--- config.mk ---
export PLATFORM = sky130hd
export DESIGN_NAME = evt_count_filter
export DESIGN_NICKNAME = d
export VERILOG_FILES = /design/src/rtl/evf_pkg.sv /design/src/rtl/evf_level_gate.sv /design/src/rtl/evf_mode_gate.sv /design/src/rtl/evt_count_filter.sv
export SDC_FILE = /design/constraint.sdc
export NUM_CORES = 1
export LEC_CHECK = 0
export CAP_MARGIN = 10
export CORE_AREA = 2 2 39 41
export DETAILED_ROUTE_END_ITERATION = 16
export DIE_AREA = 0 0 41 43
export PLACE_DENSITY = 0.57
export SLEW_MARGIN = 5
export SYNTH_ARGS = -nofsm -noshare
export SYNTH_HDL_FRONTEND = slang
export SYNTH_SLANG_ARGS = --single-unit
--- constraint.sdc ---
create_clock -name vclk -period 2.09
set_clock_uncertainty 0.2 [all_clocks]
set_input_delay 0.5225 -clock vclk [all_inputs]
set_output_delay 0.5225 -clock vclk [all_outputs]
set_load 0.05 [all_outputs]
--- src/rtl/evf_pkg.sv ---
package evf_pkg;

    localparam int LVL_W   = 2;
    localparam int WORLD_W = 2;
    localparam int VS_W    = 2;

    typedef enum logic [WORLD_W-1:0] {
        WORLD_SEC   = 2'b00,
        WORLD_NS    = 2'b01,
        WORLD_REALM = 2'b10,
        WORLD_RSVD  = 2'b11
    } world_e;

    typedef enum logic [VS_W-1:0] {
        VS_NONE        = 2'b00,
        VS_NO_STREAM   = 2'b01,
        VS_NO_NONSTRM  = 2'b10,
        VS_RSVD        = 2'b11
    } vs_e;

    typedef struct packed {
        logic p;
        logic u;
        logic nsk;
        logic nsu;
        logic nsh;
        logic m;
        logic sh;
        logic rlk;
        logic rlu;
        logic rlh;
    } lvl_cfg_t;

endpackage

--- src/rtl/evf_level_gate.sv ---
module evf_level_gate
    import evf_pkg::*;
#(
    parameter bit HAS_SEC_L2 = 1'b1
) (
    input  logic [LVL_W-1:0] lvl,
    input  world_e           wld,
    input  lvl_cfg_t         cfg,
    output logic             allow
);

    localparam logic [LVL_W-1:0] TOP_LVL = LVL_W'((1 << LVL_W) - 1);

    logic sh_eff;
    logic base_bit;
    logic ns_bit;
    logic rl_bit;
    logic low_allow;
    logic l2_allow;

    // A missing secure level 2 makes its modifier read as zero
    generate
        if (HAS_SEC_L2) begin : g_sec_l2
            assign sh_eff = cfg.sh;
        end else begin : g_no_sec_l2
            assign sh_eff = 1'b0;
        end
    endgenerate

    // Levels 0 and 1 share one rule and differ only in which bits they pick
    always_comb begin
        base_bit = lvl[0] ? cfg.p   : cfg.u;
        ns_bit   = lvl[0] ? cfg.nsk : cfg.nsu;
        rl_bit   = lvl[0] ? cfg.rlk : cfg.rlu;
        unique case (wld)
            WORLD_SEC:   low_allow = ~base_bit;
            WORLD_NS:    low_allow = (ns_bit == base_bit);
            WORLD_REALM: low_allow = (rl_bit == base_bit);
            default:     low_allow = 1'b0;
        endcase
    end

    // Level 2 uses an inverted-polarity base bit
    always_comb begin
        unique case (wld)
            WORLD_SEC:   l2_allow = (sh_eff != cfg.nsh);
            WORLD_NS:    l2_allow = cfg.nsh;
            WORLD_REALM: l2_allow = (cfg.rlh != cfg.nsh);
            default:     l2_allow = 1'b0;
        endcase
    end

    always_comb begin
        if (lvl == TOP_LVL) begin
            allow = (cfg.m == cfg.p);
        end else if (lvl[1]) begin
            allow = l2_allow;
        end else begin
            allow = low_allow;
        end
    end

endmodule

--- src/rtl/evf_mode_gate.sv ---
module evf_mode_gate
    import evf_pkg::*;
(
    input  vs_e  vs,
    input  logic streaming,
    input  logic in_txn,
    input  logic attributable,
    input  logic t_flt,
    output logic allow
);

    logic vs_allow;
    logic txn_allow;

    always_comb begin
        unique case (vs)
            VS_NO_STREAM:  vs_allow = ~streaming;
            VS_NO_NONSTRM: vs_allow = streaming;
            default:       vs_allow = 1'b1;
        endcase
        txn_allow = ~(t_flt & attributable & ~in_txn);
        allow     = vs_allow & txn_allow;
    end

endmodule

--- src/rtl/evt_count_filter.sv ---
module evt_count_filter
    import evf_pkg::*;
#(
    parameter bit HAS_SEC_L2 = 1'b1
) (
    input  logic [1:0] priv_lvl,
    input  logic [1:0] world,
    input  logic       streaming,
    input  logic       in_txn,
    input  logic       attributable,
    input  logic       f_p,
    input  logic       f_u,
    input  logic       f_nsk,
    input  logic       f_nsu,
    input  logic       f_nsh,
    input  logic       f_m,
    input  logic       f_sh,
    input  logic       f_rlk,
    input  logic       f_rlu,
    input  logic       f_rlh,
    input  logic [1:0] f_vs,
    input  logic       f_t,
    output logic       count_ok
);

    lvl_cfg_t cfg;
    logic     lvl_allow;
    logic     mode_allow;

    assign cfg = '{p: f_p, u: f_u, nsk: f_nsk, nsu: f_nsu, nsh: f_nsh,
                   m: f_m, sh: f_sh, rlk: f_rlk, rlu: f_rlu, rlh: f_rlh};

    evf_level_gate #(
        .HAS_SEC_L2(HAS_SEC_L2)
    ) u_lvl (
        .lvl   (priv_lvl),
        .wld   (world_e'(world)),
        .cfg   (cfg),
        .allow (lvl_allow)
    );

    evf_mode_gate u_mode (
        .vs           (vs_e'(f_vs)),
        .streaming    (streaming),
        .in_txn       (in_txn),
        .attributable (attributable),
        .t_flt        (f_t),
        .allow        (mode_allow)
    );


    assign count_ok = lvl_allow & mode_allow;

endmodule

==> flow_summary.toml, run 1 <==
[timing]
fmaxAchievable_mhz = 381
setup_viol = 1
setup_ws_ns = -0.532
final-max-slew-violation-count = 0
relSlewSlack = 0.843
layout_min_cycle_time_ns = 2.62
rsz0062_at_grt = "yes"
worst_pin_slew_ns = 0.235
hold_violations = 0
period_share = 1.25
timing.hold.ws_ns = 1.46

[logic_synthesis]
ys_types = 15
synthesis.area_um2 = 256
synth_top_area_share = 0.293
synth_common_cells = "ha_1 (6), inv_1 (5), xor2_1 (4)"
yosysTopAreaCell = "ha_1"
ys_seq_area_frac = 0
synthTopCellsByArea = "ha_1 (29%), xor2_1 (14%), mux2i_1 (12%)"
synth.most_common_cell = "ha_1"
avgSynthCellArea_um2 = 8.55
netlist_instances = 30
syn_nets = 56
ys_warn_count = 0

[outcome]
status = "finished with violations"
violations = "negative setup slack"

[floorplan]
die_h_um = 43
die_w_um = 41
die_area_um2 = 1760
ios = 21
design.core.area_um2 = 1380
row_count = 14
start_util = 0.185

[finish]
nFillCells = 142
multi_input_area_um2 = 289
nets = 83
nClkBuffers = 0
seq_cells = 0
regArea_um2 = 0
syn2layout_area_growth_pct = 138
drive_gt1_frac = 0.255
diodes = 0

[clock_network]
hold_buffers = 0

[power_and_ir_drop]
power.leakage_nw = 0.328
total_power_mw = 0.124
p_per_area_nw_per_um2 = 203
vdd_drop_max_uv = 70.9

[grt]
grt_max_degree = 5
track_usage = 0.0779
grt_pass1_wl_um = 1020
grt_pass1_vias = 284
grt_overflow_total = 0
antenna_found_initial = 0

[route]
first_iter_violations = 0
drt_wl_total_um = 778
ant_nets = 0
wire_per_inst_um = 11.0
num_vias = 307
drtPass1Iterations = 1
drc = 0
via_per_inst = 4.32

[critical_path]
cp.arrival_ns = 1.90
cp-end-kind = "output port"
required_ns = 1.37
cp-start-kind = "primary input"
critical_path_class = "primary input to output port"
path_max_fanout = 3

[placed_design]
port_buffers = 21
gp_congestion = 0.624
dp_hpwl_um = 621
pre_cts_slack_ns = -0.977

[min_path]
worstHoldPathType = "primary input to output port"
whs_path_depth = 4

[run]
maxCapViolations = 0
-- layer usage --
metal | track usage | share of wire | up-vias
li1 | - | - | 159
met1 | 0.0886 | 0.37 | 139
met2 | 0.153 | 0.57 | 9
met3 | 0.00524 | 0.062 | 0
met4 | 0 | 0 | 0
met5 | 0 | 0 | -
-- final timing paths --
check        start  endpoint  slack (ns)
max    priv_lvl[1]  count_ok       -0.53
min    priv_lvl[0]  count_ok        1.46
-- per-stage QoR --
stage	setup TNS [ns]	utilization	instance area [µm²]	cells
final	-0.532	0.440	609	71
after floorplan	-0.392	-	293	30
after global routing	-0.598	0.440	609	71
after detailed placement	-0.977	0.407	563	71
after CTS	-0.644	0.421	583	72
after global placement	-0.951	0.407	563	71
-- power breakdown --
group	switching, mW	total [mW]	internal [mW]
Clock	0	0	0
Combinational	0.0507	0.124	0.0733
Sequential	0	0	0
Total	0.0507	0.124	0.0733
-- final cells by class --
type / count / share of cell area
multi-input cells: 25 / 0.474
well taps: 16 / 0.0329
repair buffers: 25 / 0.441
inverters: 5 / 0.0513
-- placed cells by master, fill, tap and decap left out, drive strengths merged --
master,n
mux2i,3
clkdlybuf4s50,8
nand2,1
dlygate4sd2,3
xor2,4
a31oi,1
o22ai,1
a221o,1
nand3,1
ha,6
a221oi,2
nand3b,2
xnor2,1
dlymetal6s2s,7
mux2,1
a21o,1
inv,5
buf,7
-- critical path, cell delays in order --
cell and delay (ns):
clkdlybuf4s50_1 0.45, inv_1 0.07, a221oi_1 0.04, a221o_1 0.34, a221oi_4 0.30, buf_12 0.17
-- repair_timing --
action	CTS	global route
endpoints found under the setup margin	1	1
resized for setup	13	13
buffers inserted	1	0
pin swaps	6	6
-- kinds of logic (layout without fill, tap and decap cells) --
group                      count (synthesis)  in the layout  synth area share
muxes                                      4              4             0.161
adders and majority gates                  6              6             0.293
AOI/OAI and AO/OA                          6              6             0.210
and+or+nand+nor                            4              4            0.0926
buffers and inverters                      5             30            0.0732
xor gates and xnor gates                   5              5             0.171
Power figures use the tool's default switching activity.
==> run 2: changes to the inputs <==
ABC_CLOCK_PERIOD_IN_PS = 2090   (was not set)
==> results of run 2 <==
Final layout, timing and power as in run 1 (identical DEF).
